==> config.mk <==
export PLATFORM = sky130hd
export DESIGN_NAME = scsi_phase_seq
export DESIGN_NICKNAME = d
export VERILOG_FILES = /design/src/rtl/scsi_seq_pkg.sv /design/src/rtl/seq_gate.sv /design/src/rtl/seq_count.sv /design/src/rtl/seq_cdb_store.sv /design/src/rtl/scsi_phase_seq.sv
export SDC_FILE = /design/constraint.sdc
export NUM_CORES = 1
export LEC_CHECK = 0
export BUFFER_PORTS_ARGS = -buffer_cell sky130_fd_sc_hd__buf_2
export CORE_MARGIN = 2
export CORE_UTILIZATION = 60
export CTS_CLUSTER_SIZE = 30
export DETAILED_ROUTE_END_ITERATION = 10
export PLACE_DENSITY = 0.83
export SLEW_MARGIN = 20
export SYNTH_ARGS = -nofsm -noshare
export SYNTH_HDL_FRONTEND = slang
export SYNTH_SLANG_ARGS = --single-unit
export TNS_END_PERCENT = 30
==> constraint.sdc <==
create_clock -name clk -period 5.15 [get_ports clk]
set_input_delay 1.03 -clock clk [delete_from_list [all_inputs] [get_ports clk]]
set_output_delay 1.03 -clock clk [all_outputs]
set_load 0.005 [all_outputs]
==> src/rtl/scsi_seq_pkg.sv <==
`timescale 1ns/1ps
package scsi_seq_pkg;

  // sense bit positions
  localparam int SB_IO  = 0;
  localparam int SB_CD  = 1;
  localparam int SB_MSG = 2;
  localparam int SB_BSY = 3;
  localparam int SB_ATN = 5;
  localparam int SB_ACK = 6;
  localparam int SB_REQ = 7;

  // sequencer state; low three bits equal the bus phase code
  typedef enum logic [3:0] {
    PH_DOUT = 4'h0,
    PH_DIN  = 4'h1,
    PH_CMD  = 4'h2,
    PH_STAT = 4'h3,
    PH_MOUT = 4'h6,
    PH_MIN  = 4'h7,
    PH_FREE = 4'h8,
    PH_EXEC = 4'h9
  } seq_ph_t;

  function automatic logic [3:0] cdb_len(input logic [7:0] opcode);
    if (opcode < 8'h20)      cdb_len = 4'd6;
    else if (opcode < 8'hA0) cdb_len = 4'd10;
    else                     cdb_len = 4'd12;
  endfunction

  // REQ|BSY|code image
  function automatic logic [7:0] img_req(input seq_ph_t ph);
    img_req = 8'h88 | {5'd0, ph[2:0]};
  endfunction

  // ACK|BSY|code image
  function automatic logic [7:0] img_ack(input seq_ph_t ph);
    img_ack = 8'h48 | {5'd0, ph[2:0]};
  endfunction

  function automatic seq_ph_t tgt_pick(input logic [2:0] code);
    case (code)
      3'b000:  tgt_pick = PH_DOUT;
      3'b001:  tgt_pick = PH_DIN;
      default: tgt_pick = PH_STAT;
    endcase
  endfunction

endpackage

==> src/rtl/seq_gate.sv <==
`timescale 1ns/1ps
module seq_gate (
  input  logic       set_i,
  input  logic       clr_i,
  input  logic       req_i,
  input  logic       ack_i,
  input  logic       bsy_i,
  input  logic [2:0] cur_code_i,
  input  logic [2:0] exp_code_i,
  output logic       set_go_o,
  output logic       clr_go_o,
  output logic       mismatch_o
);
  logic match;
  logic set_hs;
  logic clr_hs;

  always_comb begin
    match      = (cur_code_i == exp_code_i);
    set_hs     = req_i & bsy_i;
    clr_hs     = ack_i & bsy_i;
    set_go_o   = set_i & set_hs & match;
    clr_go_o   = clr_i & clr_hs & match;
    mismatch_o = ((set_i & set_hs) | (clr_i & clr_hs)) & ~match;
  end
endmodule

==> src/rtl/seq_count.sv <==
`timescale 1ns/1ps
module seq_count #(
  parameter int CNT_W = 16
) (
  input  logic             clk,
  input  logic             rst,
  input  logic             load_i,
  input  logic             dec_i,
  input  logic [CNT_W-1:0] val_i,
  output logic             last_o
);
  logic [CNT_W-1:0] cnt_q;

  always_ff @(posedge clk) begin
    if (rst)         cnt_q <= '0;
    else if (load_i) cnt_q <= val_i;
    else if (dec_i && cnt_q != '0) cnt_q <= cnt_q - 1'b1;
  end

  assign last_o = (cnt_q <= CNT_W'(1));
endmodule

==> src/rtl/seq_cdb_store.sv <==
`timescale 1ns/1ps
module seq_cdb_store #(
  parameter int DEPTH = 12,
  parameter int AW    = 4
) (
  input  logic          clk,
  input  logic          we_i,
  input  logic [AW-1:0] waddr_i,
  input  logic [7:0]    wdata_i,
  input  logic [AW-1:0] raddr_i,
  output logic [7:0]    rdata_o
);
  logic [7:0] mem [DEPTH];

  always_ff @(posedge clk) begin
    if (we_i && (32'(waddr_i) < DEPTH)) mem[waddr_i] <= wdata_i;
    if (32'(raddr_i) < DEPTH) rdata_o <= mem[raddr_i];
    else                      rdata_o <= 8'h00;
  end
endmodule

==> src/rtl/scsi_phase_seq.sv <==
`timescale 1ns/1ps
module scsi_phase_seq
  import scsi_seq_pkg::*;
#(
  parameter int CNT_W     = 16,
  parameter int CDB_DEPTH = 12,
  localparam int IDX_W    = $clog2(CDB_DEPTH + 1)
) (
  input  logic             clk,
  input  logic             rst,
  input  logic             atn_i,
  input  logic             start_i,
  input  logic             release_i,
  input  logic             set_req_i,
  input  logic             clr_req_i,
  input  logic             sense_rd_i,
  input  logic             xfer_active_i,
  input  logic [2:0]       expect_phase_i,
  input  logic [7:0]       wr_byte_i,
  input  logic             tgt_exec_i,
  input  logic [2:0]       tgt_phase_i,
  input  logic [CNT_W-1:0] tgt_count_i,
  input  logic             tgt_more_i,
  input  logic [7:0]       tgt_data_i,
  input  logic [7:0]       tgt_status_i,
  input  logic [7:0]       tgt_msg_i,
  input  logic             tgt_msg_pend_i,
  input  logic [IDX_W-1:0] cdb_raddr_i,
  output logic [7:0]       sense_o,
  output logic [7:0]       rd_byte_o,
  output logic [7:0]       out_byte_o,
  output logic             out_stb_o,
  output logic             in_pop_o,
  output logic             blk_req_o,
  output logic             cmd_done_o,
  output logic             phase_err_o,
  output logic             disc_o,
  output logic [7:0]       cdb_rdata_o
);

  // registered state
  seq_ph_t          st_q, nx_q;
  logic [7:0]       img_q;
  logic             atn_q;
  logic             first_q;
  logic [IDX_W-1:0] idx_q;
  logic [7:0]       rd_q, out_q;
  logic             out_stb_q, pop_q, blk_q, done_q, perr_q, disc_q;

  // next values
  seq_ph_t          st_d, nx_d;
  logic [7:0]       img_d;
  logic             first_d;
  logic [IDX_W-1:0] idx_d;
  logic [7:0]       rd_d, out_d;
  logic             out_stb_d, pop_d, blk_d, done_d, perr_d, disc_d;
  logic             atn_chk;

  // helpers
  logic             set_go, clr_go, mism;
  logic             cnt_load, cnt_dec, cnt_last;
  logic [CNT_W-1:0] cnt_val;
  logic             cdb_we;
  logic [IDX_W-1:0] cdb_wa;
  seq_ph_t          pick;

  seq_gate gate_i (
    .set_i      (set_req_i),
    .clr_i      (clr_req_i),
    .req_i      (img_q[SB_REQ]),
    .ack_i      (img_q[SB_ACK]),
    .bsy_i      (img_q[SB_BSY]),
    .cur_code_i (img_q[2:0]),
    .exp_code_i (expect_phase_i),
    .set_go_o   (set_go),
    .clr_go_o   (clr_go),
    .mismatch_o (mism)
  );

  seq_count #(.CNT_W(CNT_W)) cnt_i (
    .clk    (clk),
    .rst    (rst),
    .load_i (cnt_load),
    .dec_i  (cnt_dec),
    .val_i  (cnt_val),
    .last_o (cnt_last)
  );

  seq_cdb_store #(.DEPTH(CDB_DEPTH), .AW(IDX_W)) cdb_i (
    .clk     (clk),
    .we_i    (cdb_we),
    .waddr_i (cdb_wa),
    .wdata_i (wr_byte_i),
    .raddr_i (cdb_raddr_i),
    .rdata_o (cdb_rdata_o)
  );

  assign pick = tgt_pick(tgt_phase_i);

  always_comb begin
    st_d      = st_q;
    nx_d      = nx_q;
    img_d     = img_q;
    first_d   = first_q;
    idx_d     = idx_q;
    rd_d      = rd_q;
    out_d     = out_q;
    out_stb_d = 1'b0;
    pop_d     = 1'b0;
    blk_d     = 1'b0;
    done_d    = 1'b0;
    perr_d    = 1'b0;
    disc_d    = 1'b0;
    atn_chk   = 1'b0;
    cnt_load  = 1'b0;
    cnt_dec   = 1'b0;
    cnt_val   = tgt_count_i;
    cdb_we    = 1'b0;
    cdb_wa    = first_q ? '0 : idx_q;

    if (release_i) begin
      disc_d = (st_q != PH_FREE);
      st_d   = PH_FREE;
      nx_d   = PH_FREE;
      img_d  = 8'h00;
    end else if (start_i && st_q == PH_FREE) begin
      first_d = 1'b1;
      idx_d   = '0;
      if (atn_q) begin
        st_d  = PH_MOUT;
        nx_d  = PH_CMD;
        img_d = img_req(PH_MOUT);
      end else begin
        st_d  = PH_CMD;
        img_d = img_req(PH_CMD);
      end
    end else if (set_req_i) begin
      if (set_go) begin
        img_d = img_ack(st_q);
        case (st_q)
          PH_DIN: begin
            rd_d  = tgt_data_i;
            pop_d = 1'b1;
          end
          PH_DOUT, PH_MOUT: begin
            out_d     = wr_byte_i;
            out_stb_d = 1'b1;
          end
          PH_CMD: begin
            cdb_we  = 1'b1;
            idx_d   = cdb_wa + 1'b1;
            first_d = 1'b0;
            if (first_q) begin
              cnt_load = 1'b1;
              cnt_val  = CNT_W'(cdb_len(wr_byte_i));
            end
          end
          PH_STAT: rd_d = tgt_status_i;
          PH_MIN:  rd_d = tgt_msg_i;
          default: ;
        endcase
      end else begin
        if (img_q[SB_IO]) rd_d = 8'hFF;
        perr_d = mism & xfer_active_i;
      end
    end else if (clr_req_i) begin
      if (clr_go) begin
        case (st_q)
          PH_DIN, PH_DOUT: begin
            atn_chk = 1'b1;
            if (!cnt_last) begin
              cnt_dec = 1'b1;
              img_d   = img_req(st_q);
            end else if (tgt_more_i) begin
              cnt_load = 1'b1;
              blk_d    = 1'b1;
              img_d    = img_req(st_q);
            end else begin
              st_d  = PH_STAT;
              img_d = img_req(PH_STAT);
            end
          end
          PH_CMD: begin
            if (!cnt_last) begin
              cnt_dec = 1'b1;
              img_d   = img_req(PH_CMD);
              atn_chk = 1'b1;
            end else begin
              done_d = 1'b1;
              if (tgt_exec_i) begin
                st_d  = PH_EXEC;
                img_d = 8'h08;
              end else begin
                st_d     = pick;
                cnt_load = 1'b1;
                img_d    = img_req(pick);
                atn_chk  = 1'b1;
              end
            end
          end
          PH_STAT: begin
            st_d    = PH_MIN;
            img_d   = img_req(PH_MIN);
            atn_chk = 1'b1;
          end
          PH_MIN: begin
            if (!tgt_msg_pend_i) begin
              st_d   = PH_FREE;
              nx_d   = PH_FREE;
              img_d  = 8'h00;
              disc_d = 1'b1;
            end else begin
              img_d   = img_req(PH_MIN);
              atn_chk = 1'b1;
            end
          end
          PH_MOUT: begin
            if (atn_q) begin
              img_d = img_req(PH_MOUT);
            end else begin
              st_d  = nx_q;
              nx_d  = PH_FREE;
              img_d = img_req(nx_q);
            end
          end
          default: ;
        endcase
      end else begin
        perr_d = mism & xfer_active_i;
      end
    end else if (sense_rd_i && st_q == PH_EXEC && !tgt_exec_i) begin
      st_d     = pick;
      cnt_load = 1'b1;
      img_d    = img_req(pick);
      atn_chk  = 1'b1;
    end

    // ATN diverts the freshly entered phase into message-out
    if (atn_chk && atn_q) begin
      nx_d  = st_d;
      st_d  = PH_MOUT;
      img_d = img_req(PH_MOUT);
    end
  end

  always_ff @(posedge clk) begin
    if (rst) begin
      st_q      <= PH_FREE;
      nx_q      <= PH_FREE;
      img_q     <= 8'h00;
      atn_q     <= 1'b0;
      first_q   <= 1'b1;
      idx_q     <= '0;
      rd_q      <= 8'h00;
      out_q     <= 8'h00;
      out_stb_q <= 1'b0;
      pop_q     <= 1'b0;
      blk_q     <= 1'b0;
      done_q    <= 1'b0;
      perr_q    <= 1'b0;
      disc_q    <= 1'b0;
    end else begin
      st_q      <= st_d;
      nx_q      <= nx_d;
      img_q     <= img_d;
      atn_q     <= atn_i;
      first_q   <= first_d;
      idx_q     <= idx_d;
      rd_q      <= rd_d;
      out_q     <= out_d;
      out_stb_q <= out_stb_d;
      pop_q     <= pop_d;
      blk_q     <= blk_d;
      done_q    <= done_d;
      perr_q    <= perr_d;
      disc_q    <= disc_d;
    end
  end

  assign sense_o     = img_q | {2'b00, atn_q, 5'b00000};
  assign rd_byte_o   = rd_q;
  assign out_byte_o  = out_q;
  assign out_stb_o   = out_stb_q;
  assign in_pop_o    = pop_q;
  assign blk_req_o   = blk_q;
  assign cmd_done_o  = done_q;
  assign phase_err_o = perr_q;
  assign disc_o      = disc_q;

endmodule

==> reports/qor.txt <==
==================================================================================================
Status                                                                                complete, no violations
Routed via count                                                                              5779
Type of the setup path with the least slack                                           register to register
Clk_lat worst skew                                                                          430 ps
Combined area of all synthesized cells                                                    7580 um2
Final global-route overflow total                                                                0
Htree depth                                                                                      4
Vias in the first global route                                                                5543
Clock skew after layout                                                                    14.7 ps
TritonCTS clock tree                                                                          done
Critical path cell sequence                                                           nor2b_1 -> a21oi_1 -> nand3_1 -> nor4b_1 -> and2_1
Maximum clock frequency                                                                  0.296 GHz
Number of cell instances on the worst register-to-register path                                  5
Maximum single-stage delay on the critical path                                             940 ps
Number of vias per cell                                                                       6.25
Die outline width                                                                           116 um
Cell Area, Placed                                                                         8120 um2
Slowest cell on crit path                                                                  dfxtp_1
Final Core Density                                                                           69.7%
Cell at the root of the clock tree                                                       clkbuf_16
Total CTS buffers                                                                               17
Area enclosed by the die boundary                                                        13500 um2
Maximum number of pins on one net before global-route repair                                    55
Detailed Routing Iterations Pass 1                                                               7
Fraction of the cycle the final worst path needs                                             65.7%
Number of stages on the worst hold path                                                          2
Standard cell core area                                                                  12500 um2
Dominant synthesized flop cell                                                            edfxtp_1
Clock transition time at the flip-flop clock pins of the worst setup and hold paths          60 ps
Final setup margin                                                                         1770 ps
Std-Cell Rows                                                                                   41
Class of the most critical hold timing path                                           register to register
Shortest period the worst path allows                                                      3380 ps
Routed wire length per instance                                                            20.4 um
Count of antenna-violating nets left after detailed routing                                      0
Arrival time of the worst setup path                                                       3450 ps
Nets                                                                                           816
Filler cell count                                                                              900
Antenna violations before repair                                                                 0
Proportion of layout cells with a drive suffix above 1                                       22.8%
Max-Slew Margin vs Limit                                                                     28.7%
Max-cap violations                                                                               0
Sum of routed wire length over all layers                                                 18900 um
Part of the Yosys area used for sequential elements                                          55.5%
Endpoint type of the worst setup path                                                     register
Setup TNS after final layout                                                                  0 ps
DR DRC count                                                                                     0
Number of failing setup endpoints in the final timing report                                     0
Layout area overhead                                                                         14.6%
Overall fraction of global-route tracks in use                                               28.2%
Worst IR drop on VDD                                                                      0.216 mV
Post-DP HPWL                                                                              12700 um
Total I/O pin count                                                                            108
Finished Cell Area                                                                        8690 um2
Initial core utilization                                                                     60.8%
Unrepaired setup endpoints after global routing                                              false
Number of warnings reported in the yosys synthesis log                                           0
Hold-fix buffer count after cts                                                                  0
Count of flip-flops with a built-in enable after synthesis                                      96
Placer's final routability congestion estimate                                               0.974
Placement-stage worst setup slack                                                          1550 ps
Largest fanout of any net on the critical path                                                  25
Power density normalized to cell area                                                   327 nW/um2
Clock sinks                                                                                    162
First-pass GRT wire length                                                                28600 um
Leakage power                                                                              3.19 nW
Final Slew Violations                                                                            0
Slew at the pin closest to its max-slew limit                                              1070 ps
Post-synthesis cell count                                                                      658
Netlist cell types                                                                              67
Mean Syn Cell Area                                                                        11.5 um2
FFs w/ async S/R, synth                                                                         0%
Final number of hold-violating endpoints                                                         0
Post-CTS setup buffer count                                                                      0
Number of nets produced by synthesis                                                           734
Initial DRC count                                                                              564
Number of antenna cells inserted                                                                 0
Synth Register Bits                                                                            162
Critical path required time                                                                5220 ps
Die Span Y                                                                                  116 um
Startpoint type of the worst setup path                                                   register
Clock buffer depth                                                                               2
Number of gates resized after cts                                                                0
Quantity of I/O buffers inserted on ports                                                      106
==================================================================================================
layout make-up:
type | count | area, um2 | area share, %
Sequential cell | 162 | 4200 | 48.4
Clock inverter | 9 | 67.6 | 0.778
Multi-Input combinational cell | 431 | 3080 | 35.5
Timing Repair Buffer | 107 | 538 | 6.19
Inverter | 21 | 78.8 | 0.908
Clock buffer | 23 | 500 | 5.76
Tap cell | 172 | 215 | 2.48
per-stage QoR:
step	hold slack, ps	total power (W)	instances
5_1_grt	499	0.00292	925
6_report	488	0.00284	925
3_3_place_gp	453	0.00165	893
3_5_place_dp	478	0.00166	893
2_1_floorplan	442	0.00157	658
4_1_cts	488	0.00284	925
layout by cell type (no fill, tap or decap), types with 14 or more instances in the layout:
cell type,instances
and2_1,14
nor3_1,20
nor2_1,62
mux4_2,24
mux2i_1,17
inv_1,21
a22oi_1,15
nand3_1,28
buf_2,106
edfxtp_1,96
dfxtp_1,66
nand2_1,39
a21oi_1,31
clkbuf_16,19
critical path, delay by kind of cell (launching register included):
kind,cells,cell delay (ps)
flops,1,940
simple gates,4,1550
compound gates,1,520
logic make-up after synthesis:
family / synth area share [%]
and+or+nand+nor: 15.9
DFF: 55.5
AOI/OAI and AO/OA: 12.8
buffers and inverters: 3.85
muxes: 9.53
xor gates and xnor gates: 1.39
adders and majority gates: 0.991
other: 0.0495
flip-flops by register name, summed over array words and instances, names as in the netlist, 6 cells and up:
| register | cells |
|---|---|
| cdb_i.mem | 96 |
| cdb_i.rdata_o | 8 |
| out_byte_o | 8 |
| rd_byte_o | 8 |
| img_q | 6 |
| cnt_i.cnt_q | 16 |
worst paths after layout:
| kind | start | slack [ps] | to |
|---|---|---|---|
| max | st_q[2]$_SDFF_PP0_ | 1770 | cdb_i.mem[4][3]$_DFFE_PP_ |
| max reg2reg | st_q[2]$_SDFF_PP0_ | 1770 | cdb_i.mem[4][3]$_DFFE_PP_ |
| min | out_byte_o[7]$_SDFFE_PP0P_ | 490 | out_byte_o[7]$_SDFFE_PP0P_ |
| min reg2reg | out_byte_o[7]$_SDFFE_PP0P_ | 490 | out_byte_o[7]$_SDFFE_PP0P_ |
synth_stat cells (all sizes together) (3+ instances only):
cell,count,area [um2]
a2111oi,5,45.0
a211o,3,26.3
a211oi,7,52.6
a21o,6,45.0
a21oi,31,155
a221oi,4,35.0
a22oi,15,113
a311oi,11,96.3
a31oi,6,37.5
and2,15,93.8
and3,5,31.3
and4,4,35.0
buf,20,123
clkbuf,24,90.1
dfxtp,66,1320
edfxtp,96,2880
ha,6,75.1
inv,21,78.8
mux2i,17,170
mux4,24,541
nand2,39,146
nand2b,11,68.8
nand3,28,140
nand4,5,31.3
nor2,62,233
nor2b,7,43.8
nor3,26,160
nor3b,6,45.0
nor4,9,56.3
o211ai,3,22.5
o21a,4,30.0
o21ai,12,60.1
o22ai,8,50.1
o31ai,6,45.0
or2,3,18.8
or3,4,25.0
or4,4,33.8
xnor2,8,70.1
xor2,4,35.0
power breakdown:
part | total (W) | switching, W | internal (W)
combinational | 0.000235 | 0.000141 | 0.0000942
sequential | 0.00140 | 0.0000154 | 0.00138
clock | 0.00120 | 0.000510 | 0.000692
per-layer routing:
layer | track usage [%] | wire (um)
met2 | 49.1 | 10000
met3 | 6.28 | 1080
met1 | 34.3 | 7280
met5 | 0 | 0
met4 | 11.4 | 462
Note: power is estimated with default switching activity, not from simulation.
